File: src/rtl/sdg_pkg.sv
package sdg_pkg;
    localparam int unsigned SDG_CMD_W_DEF  = 32;
    localparam int unsigned SDG_RATE_W_DEF = 32;

    // A wrap of the accumulator shows up as its top bit falling.
    function automatic logic sdg_msb_fell(input logic prev_msb, input logic cur_msb);
        return prev_msb & ~cur_msb;
    endfunction
endpackage

File: src/rtl/sdg_phase_acc.sv
module sdg_phase_acc #(
    parameter int unsigned RATE_W = sdg_pkg::SDG_RATE_W_DEF
) (
    input  logic              clk,
    input  logic              rst_n,
    input  logic              clr,
    input  logic              run,
    input  logic              rate_ld,
    input  logic [RATE_W-1:0] rate_in,
    output logic              wrap_o
);
    localparam int unsigned TOP = RATE_W - 1;

    typedef struct packed {
        logic [RATE_W-1:0] rate;
        logic [RATE_W-1:0] acc;
        logic              prev_msb;
    } acc_state_t;

    acc_state_t st_d, st_q;

    always_comb begin
        st_d = st_q;
        if (rate_ld) begin
            st_d.rate = rate_in;
        end
        if (clr) begin
            st_d.acc      = '0;
            st_d.prev_msb = 1'b0;
        end else if (run) begin
            st_d.acc      = st_q.acc + st_q.rate;
            st_d.prev_msb = st_q.acc[TOP];
        end
    end

    always_ff @(posedge clk or negedge rst_n) begin
        if (!rst_n) begin
            st_q <= '0;
        end else begin
            st_q <= st_d;
        end
    end

    assign wrap_o = sdg_pkg::sdg_msb_fell(st_q.prev_msb, st_q.acc[TOP]);
endmodule

File: src/rtl/sdg_pulse_cnt.sv
module sdg_pulse_cnt #(
    parameter int unsigned MAG_W = sdg_pkg::SDG_CMD_W_DEF - 1
) (
    input  logic             clk,
    input  logic             rst_n,
    input  logic             clr,
    input  logic [MAG_W-1:0] target_in,
    input  logic             wrap,
    output logic             active_o,
    output logic             step_o
);
    typedef struct packed {
        logic [MAG_W-1:0] target;
        logic [MAG_W-1:0] tally;
        logic             active;
        logic             step;
    } cnt_state_t;

    cnt_state_t st_d, st_q;
    logic       fire;
    logic [MAG_W-1:0] tally_inc;

    assign fire      = wrap & st_q.active;
    assign tally_inc = st_q.tally + 1'b1;

    always_comb begin
        st_d = st_q;
        if (clr) begin
            st_d.target = target_in;
            st_d.tally  = '0;
            st_d.active = (target_in != '0);
            st_d.step   = 1'b0;
        end else begin
            st_d.step = fire;
            if (fire) begin
                st_d.tally = tally_inc;
                if (tally_inc == st_q.target) begin
                    st_d.active = 1'b0;
                end
            end
        end
    end

    always_ff @(posedge clk or negedge rst_n) begin
        if (!rst_n) begin
            st_q <= '0;
        end else begin
            st_q <= st_d;
        end
    end

    assign active_o = st_q.active;
    assign step_o   = st_q.step;
endmodule

File: src/rtl/step_dir_gen.sv
module step_dir_gen #(
    parameter int unsigned CMD_W  = sdg_pkg::SDG_CMD_W_DEF,
    parameter int unsigned RATE_W = sdg_pkg::SDG_RATE_W_DEF
) (
    input  logic              clk,
    input  logic              rst_n,
    input  logic              cmd_wr,
    input  logic [CMD_W-1:0]  cmd_in,
    input  logic              rate_ld,
    input  logic [RATE_W-1:0] rate_in,
    output logic              step_o,
    output logic              dir_o,
    output logic              busy_o
);
    localparam int unsigned MAG_W = CMD_W - 1;

    typedef struct packed {
        logic dir;
    } top_state_t;

    top_state_t st_d, st_q;
    logic       wrap;
    logic       active;
    logic       step;

    always_comb begin
        st_d = st_q;
        if (cmd_wr) begin
            st_d.dir = cmd_in[CMD_W-1];
        end
    end

    always_ff @(posedge clk or negedge rst_n) begin
        if (!rst_n) begin
            st_q <= '0;
        end else begin
            st_q <= st_d;
        end
    end

    sdg_phase_acc #(.RATE_W(RATE_W)) u_acc (
        .clk     (clk),
        .rst_n   (rst_n),
        .clr     (cmd_wr),
        .run     (active),
        .rate_ld (rate_ld),
        .rate_in (rate_in),
        .wrap_o  (wrap)
    );

    sdg_pulse_cnt #(.MAG_W(MAG_W)) u_cnt (
        .clk       (clk),
        .rst_n     (rst_n),
        .clr       (cmd_wr),
        .target_in (cmd_in[MAG_W-1:0]),
        .wrap      (wrap),
        .active_o  (active),
        .step_o    (step)
    );

    assign step_o = step;
    assign dir_o  = st_q.dir;
    assign busy_o = active | step;
endmodule

File: config.mk
export PLATFORM = sky130hd
export DESIGN_NAME = step_dir_gen
export DESIGN_NICKNAME = d
export VERILOG_FILES = /design/src/rtl/sdg_pkg.sv /design/src/rtl/sdg_phase_acc.sv /design/src/rtl/sdg_pulse_cnt.sv /design/src/rtl/step_dir_gen.sv
export SDC_FILE = /design/constraint.sdc
export NUM_CORES = 1
export LEC_CHECK = 0
export ABC_AREA = 1
export BUFFER_PORTS_ARGS = -buffer_cell sky130_fd_sc_hd__buf_2
export CAP_MARGIN = 20
export CORE_MARGIN = 2
export CORE_UTILIZATION = 55
export DETAILED_ROUTE_END_ITERATION = 10
export HOLD_SLACK_MARGIN = 0.15
export PLACE_DENSITY = 0.8
export SLEW_MARGIN = 20
export SYNTH_ARGS = -nofsm -noshare
export SYNTH_HDL_FRONTEND = slang
export SYNTH_SLANG_ARGS = --single-unit
File: constraint.sdc
create_clock -name clk -period 2.3 [get_ports clk]
set_input_delay 0.23 -clock clk [delete_from_list [all_inputs] [get_ports clk]]
set_output_delay 0.23 -clock clk [all_outputs]
set_load 0.1 [all_outputs]
-- Yosys cells after proc, flatten, opt, wreduce, memory -nomap -nowiden
Index checks and enable logic that the tools add are counted.
- flip-flop bits (word level): 130
- input bits: 68
- output and inout bits: 3
- logic and storage cells: 25
- $add $sub $neg: 2
- eq/ne operators: 1
- muxes and demuxes: 5
- bitwise logic cells: 4
- reduce and logical (&&, ||, !) cells: 5
- operator list (kind ; number):
    $mux 33 ; 3
    $add 32x32->32 ; 1
    $mux 32 ; 1
    $add 31x1->31 const B ; 1
    $eq 31x31->1 ; 1
    $reduce_bool 31->1 ; 1
    $reduce_bool 2->1 ; 3
    $and 1x1->1 ; 2
    $reduce_and 2->1 ; 1
    $mux 1 ; 1
    $not 1->1 ; 1
    $or 1x1->1 ; 1

-- Longest topological paths before layout
Gate-level depths: netlist of run 1.
- depth in word-level cells: 5
- gate-level depth with buffers: 17
- gate-level depth less buffers: 17

-- Hierarchy
From an unflattened synthesis of run 1, not the netlist that was laid out.
- cell total of the unflattened synthesis: 1332
- area, all modules: 8993.6 um^2
- modules (own cells, without submodules) (module ; instances ; cells each ; area each (um^2) ; sequential area each (um^2)):
    sdg_phase_acc ; 1 ; 703 ; 4870.9 ; 1626.6
    sdg_pulse_cnt ; 1 ; 623 ; 4076.4 ; 1601.5
    step_dir_gen ; 1 ; 6 ; 46.3 ; 25.0

-- Worst setup path after synthesis of run 1
No wires, ideal clock.
- path kind: register -> register
- start: register u_acc.st_q[1] (netlist bit)
- end: register u_acc.st_q[19] (netlist bit)
- library setup time: 0.118 ns
- data arrival time: 2.068 ns
- data required time: 2.182 ns
- slack: 0.114 ns
- cell stages (with the launch flop): 12
- buffers on the path: 0
- clock period less this slack: 2.186 ns
- cells stage by stage: dfrtp_1 ha_1 fa_1 nand2_1 a21oi_1 a21oi_1 o21ai_1 a21boi_0 inv_1 or2_2 nand3_1 nand2_1
- word-level cells in the longest chain between the ends: 3
- RTL lines (item ; line ; source):
    from (decl) ; sdg_phase_acc.sv:20 ; acc_state_t st_d, st_q;
    from (signal assigned) ; sdg_phase_acc.sv:40 ; st_q <= st_d;
    $add 32x32->32 ; sdg_phase_acc.sv:31 ; st_d.acc = st_q.acc + st_q.rate;
    $mux 33 ; sdg_phase_acc.sv:30 ; end else if (run) begin
    $mux 33 ; sdg_phase_acc.sv:27 ; if (clr) begin
No other way between the ends. The select of a mux whose other input is x is not followed.
A chain may end at the register's enable or synchronous reset.

-- Worst setup path after layout of run 1
- start: register u_acc.st_q[33] (netlist bit)
- end: register u_acc.st_q[13] (netlist bit)
Same word-level chain as after synthesis.

==> results.py, run 1 <==
metrics = {
    "status": {
        "status": "finished, final reports clean",
    },
    "sta": {
        "worst_slew_pin_slew_ns": 0.783,
        "fin_skew_ns": 0.0114,
        "max_slew_margin": 0.478,
        "fin_ws_ns": 0.0276,
        "setup_viol": 0,
        "fin_crit_sh": 0.988,
        "min_period_ns": 2.27,
        "drv_slew": 0,
        "fin_setup_tns_ns": 0,
        "grt_setup_unrepaired": "yes",
        "clock.fmax_mhz": 440,
        "hold_violations": 0,
    },
    "setup_path": {
        "crit_required_ns": 2.64,
        "cpLargestDelayFamily": "adder cells",
        "path_buf_inv": 2,
        "cp_slowest_stage_delay_ns": 0.40,
        "r2r_cells": 12,
        "cp_max_fo": 3,
        "cp-start-kind": "flop",
        "crit_type": "reg2reg",
        "r2r_start": "u_acc.st_q[33]$_DFFE_PN0P_",
        "r2r_end": "u_acc.st_q[13]$_DFFE_PN0P_",
        "path_cells": "ha_2, fa_2, nand2_2, a21oi_2, a21oi_2, buf_4, o21bai_4, nand2_1, nand2_2, buf_4, xnor2_2, o21ai_0",
        "worstSetupEndpointType": "flop",
        "crit_arrival_ns": 2.61,
        "reg2reg_slack_ns": 0.03,
        "cp_slowest_cell": "dfrtp_1",
    },
    "yosys": {
        "ys_async_sr_fraction": 1.00,
        "synth-edff-count": 0,
        "netlist_area_um2": 8080,
        "syn-num-nets": 1149,
        "yosys.area_share.simple": 0.287,
        "synth_compound_area_frac": 0.114,
        "netlist.area_leader.share": 0.403,
        "synth_fa_ha_area_frac": 0.0521,
        "synth_ff_type": "dfrtp_1",
        "yosys.area.top_type": "dfrtp_1",
        "synthTopCellsByArea": "dfrtp_1 (40%), nand2_1 (14%), ha_1 (5.0%)",
        "synth_xor_area_frac": 0.0423,
        "synthMuxAreaShare": 0.0446,
        "synth_cell_type_count": 44,
        "synth-seq-cells": 130,
        "syn_inst": 1048,
        "avgSynthCellArea_um2": 7.71,
        "ys.warnings.count": 0,
        "synth_top_family_by_area": "simple AND/OR/NAND/NOR gates",
        "seq_area_frac_synth": 0.403,
    },
    "place": {
        "dp_hpwl_um": 15300,
        "pre_cts_ws_ns": -0.0781,
        "gp_congestion": 0.925,
        "portBuffers": 70,
    },
    "clock_tree": {
        "clockRootBuffer": "clkbuf_16",
        "cts_made_buffers": 17,
        "clkTransAtPathRegs_ns": 0.06,
        "ctsLongestPathBuffers": 2,
        "clkSinkCount": 130,
        "clock_latency_ns": 0.42,
        "htreeDepth": 4,
        "cts_tree": "done",
    },
    "die": {
        "die_h_um": 125,
        "fp-row-count": 44,
        "initial_utilization": 0.560,
        "pin_count": 71,
        "die_area_um2": 15700,
        "die_w_um": 125,
        "core_um2": 14400,
    },
    "power_and_ir_drop": {
        "power.static_leakage_nw": 4.79,
        "swShare": 0.361,
        "vdd_drop_max_mv": 0.699,
        "power.internal_w": 0.00565,
        "power_switching_w": 0.00320,
        "p_clk_frac": 0.307,
        "pwr-share-seq": 0.325,
        "combPwrFrac": 0.367,
        "p_per_area_nw_per_um2": 864,
    },
    "cells_and_area": {
        "drive_above_1_share": 0.192,
        "layout_commonest_cell": "nand2_1",
        "final_cell_mix": "nand2_1 (300), dfrtp_1 (128), inv_1 (98)",
        "n_antenna_cell": 0,
        "area_delta_synth_final_pct": 26.7,
        "final_nets": 1316,
    },
    "drt": {
        "drt-vias-per-instance": 5.64,
        "routedWlPerCell_um": 16.3,
        "ant_nets": 0,
        "drt_iter0_markers": 422,
        "vias": 7947,
        "wirelength_um": 23000,
        "drc": 0,
        "dr.pass1.iters": 5,
    },
    "grt": {
        "grt_pass1_vias": 8085,
        "antenna_found_initial": 0,
        "grt_max_degree": 61,
        "overflow": 0,
        "grtUsageTotal": 0.295,
        "grt_pass1_wl_um": 37300,
    },
    "flow_run": {
        "drv_cap": 0,
    },
    "hold_path": {
        "hp-class": "in2async",
    },
}
power by group through the flow:
stage	sequential [W]	combinational [W]	clock (W)
finish	0.00288	0.00325	0.00272
global route	0.00292	0.00363	0.00283
CTS	0.00286	0.00303	0.00273
detailed placement	0.00289	0.00288	0
global placement	0.00288	0.00283	0
floorplan	0.00286	0.00209	0
final cells by class:
| cell class | count | area, um^2 |
|---|---|---|
| multi-input cells | 794 | 4490 |
| fillers | 1108 | 4190 |
| flip-flops and latches | 130 | 3260 |
| repair buffers | 171 | 1290 |
| clock buffers | 22 | 484 |
| inverters | 101 | 379 |
| well taps | 184 | 230 |
| clock inverters | 8 | 103 |
cells by family (layout without fill, tap and decap cells):
kind of cell / Yosys count / in the layout
adders and majority gates: 33 / 33
xor gates and xnor gates: 33 / 33
buffers and inverters: 124 / 302
muxes: 32 / 32
DFF: 130 / 130
and+or+nand+nor: 530 / 530
AOI/OAI and AO/OA: 166 / 166
worst reg2reg max path, delay by kind of cell, from the launching register on:
| kind | cells | cell delay (ns) |
|---|---|---|
| DFF | 1 | 0.40 |
| buffers and inverters | 2 | 0.32 |
| adders and majority gates | 2 | 0.59 |
| AOI/OAI and AO/OA | 4 | 0.49 |
| and+or+nand+nor | 3 | 0.27 |
| xor gates and xnor gates | 1 | 0.12 |
synth_stat cells (3+ instances only):
cell / number
a21o_1: 3
a211oi_1: 3
a21oi_1: 34
clkbuf_1: 19
dfrtp_1: 130
nand2_4: 3
mux2_2: 32
nor2_2: 6
xnor2_1: 13
nand3b_1: 6
nand2_1: 309
nor2_1: 80
o22ai_1: 21
nor2_4: 8
buf_1: 4
a31oi_1: 5
or2_2: 6
ha_1: 32
o21ai_1: 8
nand3_1: 67
nor4_1: 8
nand4_1: 11
inv_1: 99
nand2_2: 9
xor2_1: 16
o21bai_1: 4
o21ai_0: 79
nor3_1: 10
registers in the layout (all words and copies together), names as in the netlist:
signal,cells
u_acc.st_q,65
u_cnt.st_q,62
dir_o,1
u_cnt.active_o,1
u_cnt.step_o,1
through the flow:
stage / cell area, um^2 / util / power (W) / hold WS [ns] / instances
final: 10200 / 0.710 / 0.00885 / 0.340 / 1410
after global routing: 10200 / 0.710 / 0.00938 / 0.362 / 1410
after CTS: 10000 / 0.696 / 0.00862 / 0.317 / 1400
after detailed placement: 8780 / 0.609 / 0.00577 / 0.230 / 1304
after global placement: 8780 / 0.609 / 0.00571 / 0.228 / 1304
after floorplan: 8080 / - / 0.00495 / -0.0656 / 1048
worst max path at each step:
stage	endpoint	slack, ns	cells after the start	startpoint
2_1_floorplan	u_acc.st_q[19]$_DFFE_PN0P_	0.11	11	u_acc.st_q[1]$_DFFE_PN0P_
3_3_place_gp	u_acc.st_q[32]$_DFFE_PN0P_	0.005	12	u_acc.st_q[3]$_DFFE_PN0P_
3_5_place_dp	u_acc.st_q[32]$_DFFE_PN0P_	-0.08	12	u_acc.st_q[3]$_DFFE_PN0P_
4_1_cts	u_acc.st_q[32]$_DFFE_PN0P_	0.02	14	u_acc.st_q[7]$_DFFE_PN0P_
5_1_grt	u_cnt.active_o$_DFFE_PN0P_	-0.06	16	u_cnt.st_q[2]$_DFFE_PN0P_
6_report	u_acc.st_q[13]$_DFFE_PN0P_	0.03	12	u_acc.st_q[33]$_DFFE_PN0P_
routing by layer:
layer	global-route usage	wire [um]	vias to the layer above
li1	-	-	3796
met5	0	0	-
met2	0.527	11800	278
met4	0.144	936	0
met1	0.335	9090	3794
met3	0.0650	1210	79
repair_timing:
item	in CTS	in global routing
buffers inserted	0	10
pin swaps	1	17
endpoints found under the hold margin	114	0
hold buffers	66	0
gates resized for setup	4	37
endpoints found under the setup margin	5	19
Note: power is estimated with default switching activity, not from simulation.
==> run 2: changes to the inputs <==
--- a/config.mk
+++ b/config.mk
@@ -7,11 +7,11 @@
 export LEC_CHECK = 0
 export ABC_AREA = 1
-export BUFFER_PORTS_ARGS = -buffer_cell sky130_fd_sc_hd__buf_2
 export CAP_MARGIN = 20
 export CORE_MARGIN = 2
-export CORE_UTILIZATION = 55
+export CORE_UTILIZATION = 58
 export DETAILED_ROUTE_END_ITERATION = 10
+export DONT_BUFFER_PORTS = 1
 export HOLD_SLACK_MARGIN = 0.15
-export PLACE_DENSITY = 0.8
+export PLACE_DENSITY = 0.76
 export SLEW_MARGIN = 20
 export SYNTH_ARGS = -nofsm -noshare
==> constraint.sdc (replaced) <==
create_clock -name clk -period 2.3 [get_ports clk]
set_input_delay 0.345 -clock clk [delete_from_list [all_inputs] [get_ports clk]]
set_output_delay 0.345 -clock clk [all_outputs]
set_load 0.1 [all_outputs]
==> run 2 against run 1 <==
The flow now finishes with violations (negative hold slack). Clock skew decreased by 0.0034 ns. Critical path depth increased by 1. Die area decreased by 5.0%. Critical path type unchanged. Highest routed layer unchanged. Core utilization increased by 2.7 points. Hold slack got worse by 0.74 ns. First-iteration DRC count increased by 46%. Largest cell class unchanged. Clock power increased by 3%. Worst setup slack improved by 0.057 ns. Flip-flop and latch count unchanged. Sequential share of layout area increased by 0.39 points. Cell count decreased by 3.3%. Sequential power about the same.
==> results.py, run 2 (synthesis results as in run 1) <==
metrics = {
    "status": {
        "status": "finished, violations left",
        "violations": "negative hold slack",
    },
    "place": {
        "gp_congestion": 0.942,
        "dpl.cell_count": 1228,
        "dpl_cell_area_um2": 8390,
        "dp_hpwl_um": 14700,
        "portBuffers": 0,
    },
    "cells_and_area": {
        "final_nets": 1271,
        "n_antenna_cell": 0,
        "area_delta_synth_final_pct": 25.1,
        "layout_commonest_cell": "nand2_1",
        "reg.largest.list": "u_acc.st_q x65, u_cnt.st_q x62",
        "final_cell_mix": "nand2_1 (306), dfrtp_1 (130), inv_1 (99)",
        "top_register": "u_acc.st_q",
        "largest_reg_flops": 65,
        "final_util": 0.737,
        "drive_above_1_share": 0.128,
        "instances_no_fill": 1363,
        "final_area_um2": 10100,
    },
    "die": {
        "pin_count": 71,
        "die_h_um": 122,
        "core_um2": 13700,
        "initial_utilization": 0.589,
        "fp-row-count": 43,
        "die_area_um2": 14900,
        "die_w_um": 122,
    },
    "clock_tree": {
        "ctsLongestPathBuffers": 2,
        "cts_made_buffers": 17,
        "htreeDepth": 4,
        "cts_tree": "done",
        "clkTransAtPathRegs_ns": 0.06,
        "ctsHoldBuffers": 97,
        "clkSinkCount": 130,
        "clock_latency_ns": 0.44,
        "clockRootBuffer": "clkbuf_16",
    },
    "drt": {
        "vias": 7746,
        "routedWlPerCell_um": 17.3,
        "drt-vias-per-instance": 5.68,
        "dr.pass1.iters": 5,
        "drc": 0,
        "ant_nets": 0,
        "wirelength_um": 23600,
        "drt_iter0_markers": 617,
    },
    "grt": {
        "grt_pass1_wl_um": 37300,
        "grt_pass1_vias": 7634,
        "grt_max_degree": 131,
        "overflow": 0,
        "antenna_found_initial": 0,
        "grtUsageTotal": 0.330,
    },
    "sta": {
        "clock.fmax_mhz": 451,
        "min_period_ns": 2.22,
        "whs_ns": -0.399,
        "hold_violations": 130,
        "fin_crit_sh": 0.963,
        "fin_skew_ns": 0.00803,
        "drv_slew": 0,
        "setup_viol": 0,
        "worst_slew_pin_slew_ns": 0.885,
        "fin_setup_tns_ns": 0,
        "max_slew_margin": 0.410,
    },
    "setup_path": {
        "cp-start-kind": "flop",
        "cp_max_fo": 3,
        "crit_required_ns": 2.59,
        "crit_arrival_ns": 2.50,
        "crit_type": "reg2reg",
        "worstSetupEndpointType": "flop",
    },
    "power_and_ir_drop": {
        "vdd_drop_max_mv": 0.784,
        "p_per_area_nw_per_um2": 871,
        "power.static_leakage_nw": 4.62,
        "total_power_w": 0.00880,
    },
    "flow_run": {
        "drv_cap": 0,
    },
    "hold_path": {
        "hp-class": "in2async",
    },
}
## run 2: worst max-delay path, cell delays in order (launching register included)
cell	delay (ns)
dfrtp_1	0.42
ha_2	0.22
fa_2	0.36
nand2_2	0.10
a21oi_2	0.08
a21oi_2	0.17
buf_4	0.15
o21bai_4	0.07
nand2_1	0.08
nand2_2	0.08
nand2_1	0.07
nand2_1	0.06
xnor2_1	0.13
o21ai_0	0.08
## run 2: where the power goes
part | total (W) | internal [W] | switching (W)
Combinational | 0.00314 | 0.00130 | 0.00184
Clock | 0.00279 | 0.00170 | 0.00109
Sequential | 0.00287 | 0.00264 | 0.000237
Total | 0.00880 | 0.00564 | 0.00316
## run 2: per-stage QoR
step	hold slack [ns]	setup slack (ns)
after CTS	-0.407	-0.0122
after global placement	0.0545	0.0708
after detailed placement	0.0548	-0.0173
final	-0.399	0.0850
after floorplan	0.0494	0.114
after global routing	-0.409	-0.0351
## run 2: layer usage
metal  track usage  part of all wire  up-vias  wire length [um]
li1              -                 -     3711                 -
met1         0.376              0.39     3635              9300
met2         0.566              0.50      303             11800
met3        0.0735             0.052       97              1220
met4         0.196             0.053        0              1250
met5             0                 0        -                 0
## run 2: layout make-up
class	instances	area, um^2
multi-input combinational	794	4460
fill	1012	3610
sequential	130	3250
timing repair buffer	126	1200
clock buffer	19	433
inverter	101	379
tap	180	225
clock inverter	13	161
## run 2: path summary, 6_finish.rpt
kind / from / end / slack [ns] / cells past startpoint
setup / recovery: u_acc.st_q[1]$_DFFE_PN0P_ / u_acc.st_q[21]$_DFFE_PN0P_ / 0.08 / 13
hold / removal: rst_n / dir_o$_DFFE_PN0P_ / -0.40 / 0
setup reg to reg: u_acc.st_q[1]$_DFFE_PN0P_ / u_acc.st_q[21]$_DFFE_PN0P_ / 0.08 / 13
hold reg to reg: u_acc.st_q[17]$_DFFE_PN0P_ / u_acc.st_q[17]$_DFFE_PN0P_ / 0.49 / 2
max in group asynchronous: rst_n / u_cnt.st_q[31]$_DFFE_PN0P_ / 2.52 / 0
min in group clk: cmd_wr / u_cnt.step_o$_DFF_PN0_ / 0.20 / 2
## run 2: what timing repair did
| item | 4_1_cts | 5_1_grt |
|---|---|---|
| buffers inserted | 1 | 5 |
| hold endpoints to repair | 194 | 130 |
| pin swaps | 2 | 3 |
| setup endpoints to repair | 4 | 15 |
| gates resized for setup | 3 | 26 |
==> run 3: changes to the inputs <==
CORE_UTILIZATION = 25   (was 58)
PLACE_DENSITY = unset   (was 0.76)
==> run 3 against run 2 <==
Sequential share of layout area down 0.84 points. The flow still finishes with violations (negative hold slack). Via count down 3.8%. Die area is 130% higher. Critical endpoint is now u_acc.st_q[32]$_DFFE_PN0P_. Clock skew increased by 0.013 ns. Highest routed layer unchanged.
==> results.py, run 3 (synthesis results as in run 1) <==
metrics = {
    "grt": {
        "grt_pass1_wl_um": 38300,
        "grt_pass1_vias": 7478,
        "grt_max_degree": 131,
        "overflow": 0,
        "grtUsageTotal": 0.143,
        "antenna_found_initial": 0,
    },
    "clock_tree": {
        "clkSinkCount": 130,
        "htreeDepth": 4,
        "ctsLongestPathBuffers": 2,
        "cts_tree": "done",
        "clock_latency_ns": 0.44,
        "clockRootBuffer": "clkbuf_16",
        "ctsHoldBuffers": 97,
        "cts_made_buffers": 17,
        "clkTransAtPathRegs_ns": 0.07,
    },
    "place": {
        "pre_cts_ws_ns": -0.0119,
        "portBuffers": 0,
        "dpl.cell_count": 1455,
        "dp_hpwl_um": 17000,
        "gp_congestion": 0.932,
    },
    "cells_and_area": {
        "final_util": 0.327,
        "n_antenna_cell": 0,
        "area_delta_synth_final_pct": 28.5,
        "instances_no_fill": 1586,
        "top_register": "u_acc.st_q",
        "nFillCells": 3360,
        "largest_reg_flops": 65,
        "final_cell_mix": "nand2_1 (303), dfrtp_1 (130), inv_1 (98)",
        "reg.largest.list": "u_acc.st_q x65, u_cnt.st_q x62",
        "layout_commonest_cell": "nand2_1",
        "drive_above_1_share": 0.133,
        "final_nets": 1272,
    },
    "setup_path": {
        "cp_max_fo": 6,
        "path_common_cell": "nand2_1",
        "crit_required_ns": 2.62,
        "crit_arrival_ns": 2.49,
        "cp-start-kind": "flop",
        "path_buf_inv": 0,
        "cp_slowest_cell": "dfrtp_1",
        "path_cells": "ha_2, nand2_1, nand2_1, a31oi_1, o21ai_2, nand2_1, nand2_2, nand2_1, nand2_1, nand2_1, nand2_1, or2_2, nand3_1, nand2_1",
        "r2r_cells": 14,
        "r2r_end": "u_acc.st_q[32]$_DFFE_PN0P_",
        "cp_slowest_stage_delay_ns": 0.39,
        "worstSetupEndpointType": "flop",
        "reg2reg_slack_ns": 0.13,
        "cpLargestDelayFamily": "simple AND/OR/NAND/NOR gates",
        "crit_type": "reg2reg",
        "r2r_start": "u_acc.st_q[7]$_DFFE_PN0P_",
    },
    "drt": {
        "vias": 7455,
        "ant_nets": 0,
        "dr.pass1.iters": 5,
        "drc": 0,
        "drt-vias-per-instance": 4.70,
        "routedWlPerCell_um": 14.9,
        "drt_iter0_markers": 555,
        "wirelength_um": 23600,
    },
    "sta": {
        "fin_crit_sh": 0.945,
        "max_slew_margin": 0.415,
        "min_period_ns": 2.17,
        "drv_slew": 0,
        "setup_viol": 0,
        "hold_violations": 130,
        "clock.fmax_mhz": 460,
        "fin_skew_ns": 0.0212,
        "whs_ns": -0.400,
        "worst_slew_pin_slew_ns": 0.876,
        "fin_ws_ns": 0.126,
    },
    "die": {
        "initial_utilization": 0.255,
        "die_area_um2": 33800,
        "die_w_um": 184,
        "core_um2": 31700,
        "fp-row-count": 65,
        "pin_count": 71,
        "die_h_um": 184,
    },
    "power_and_ir_drop": {
        "power.static_leakage_nw": 4.59,
        "p_per_area_nw_per_um2": 831,
        "vdd_drop_max_mv": 0.475,
    },
    "status": {
        "violations": "negative hold slack",
        "status": "finished, violations left",
    },
    "flow_run": {
        "drv_cap": 0,
    },
    "hold_path": {
        "hp-class": "in2async",
    },
}
==> run 3: how the worst max path moves through the flow <==
stage / start / to / slack (ns) / cells past startpoint
after floorplan: u_acc.st_q[1]$_DFFE_PN0P_ / u_acc.st_q[19]$_DFFE_PN0P_ / 0.11 / 11
after CTS: u_acc.st_q[1]$_DFFE_PN0P_ / u_acc.st_q[21]$_DFFE_PN0P_ / 0.008 / 13
after global routing: u_acc.st_q[1]$_DFFE_PN0P_ / u_acc.st_q[21]$_DFFE_PN0P_ / -0.01 / 13
after global placement: u_acc.st_q[7]$_DFFE_PN0P_ / u_acc.st_q[32]$_DFFE_PN0P_ / 0.009 / 14
final: u_acc.st_q[7]$_DFFE_PN0P_ / u_acc.st_q[32]$_DFFE_PN0P_ / 0.13 / 14
after detailed placement: u_acc.st_q[7]$_DFFE_PN0P_ / u_acc.st_q[32]$_DFFE_PN0P_ / -0.01 / 14
==> run 3: repair_timing <==
action | in CTS | in global routing
setup endpoints to repair | 2 | 21
pin swaps | 1 | 1
endpoints found under the hold margin | 194 | 130
resized for setup | 2 | 28
buffers inserted | 0 | 2
==> run 3: metrics by stage <==
stage	TNS [ns]	area (um^2)	total power (W)
after floorplan	0	8080	0.00495
after global placement	0	8720	0.00568
after detailed placement	-0.0202	8720	0.00570
after CTS	0	10300	0.00854
after global routing	-0.0140	10400	0.00920
final	0	10400	0.00862
==> run 3: final cells by class <==
cell class	count	area (um^2)	share of cell area
repair buffers	127	1220	0.117
clock inverters	14	123	0.0118
well taps	402	503	0.0485
multi-input cells	794	4460	0.430
clock buffers	18	439	0.0423
inverters	101	379	0.0365
flip-flops and latches	130	3250	0.314
==> run 3: routing by layer <==
layer / part of all wire / wire, um / global-route usage
met1: 0.44 / 10400 / 0.180
met2: 0.50 / 11800 / 0.251
met3: 0.045 / 1050 / 0.0273
met4: 0.016 / 374 / 0.0339
met5: 0 / 0 / 0
==> run 3: worst reg2reg max path, stage by stage (launching register included) <==
cell     delay, ns
dfrtp_1       0.39
ha_2          0.33
nand2_1       0.08
nand2_1       0.08
a31oi_1       0.18
o21ai_2       0.10
nand2_1       0.09
nand2_2       0.09
nand2_1       0.07
nand2_1       0.09
nand2_1       0.10
nand2_1       0.07
or2_2         0.27
nand3_1       0.07
nand2_1       0.05
==> run 3: where the power goes <==
part           internal, W  total, W  switching (W)  leakage [nW]
clock network      0.00144   0.00261        0.00117         0.264
logic              0.00135   0.00314        0.00180          2.68
registers          0.00263   0.00287       0.000237          1.64
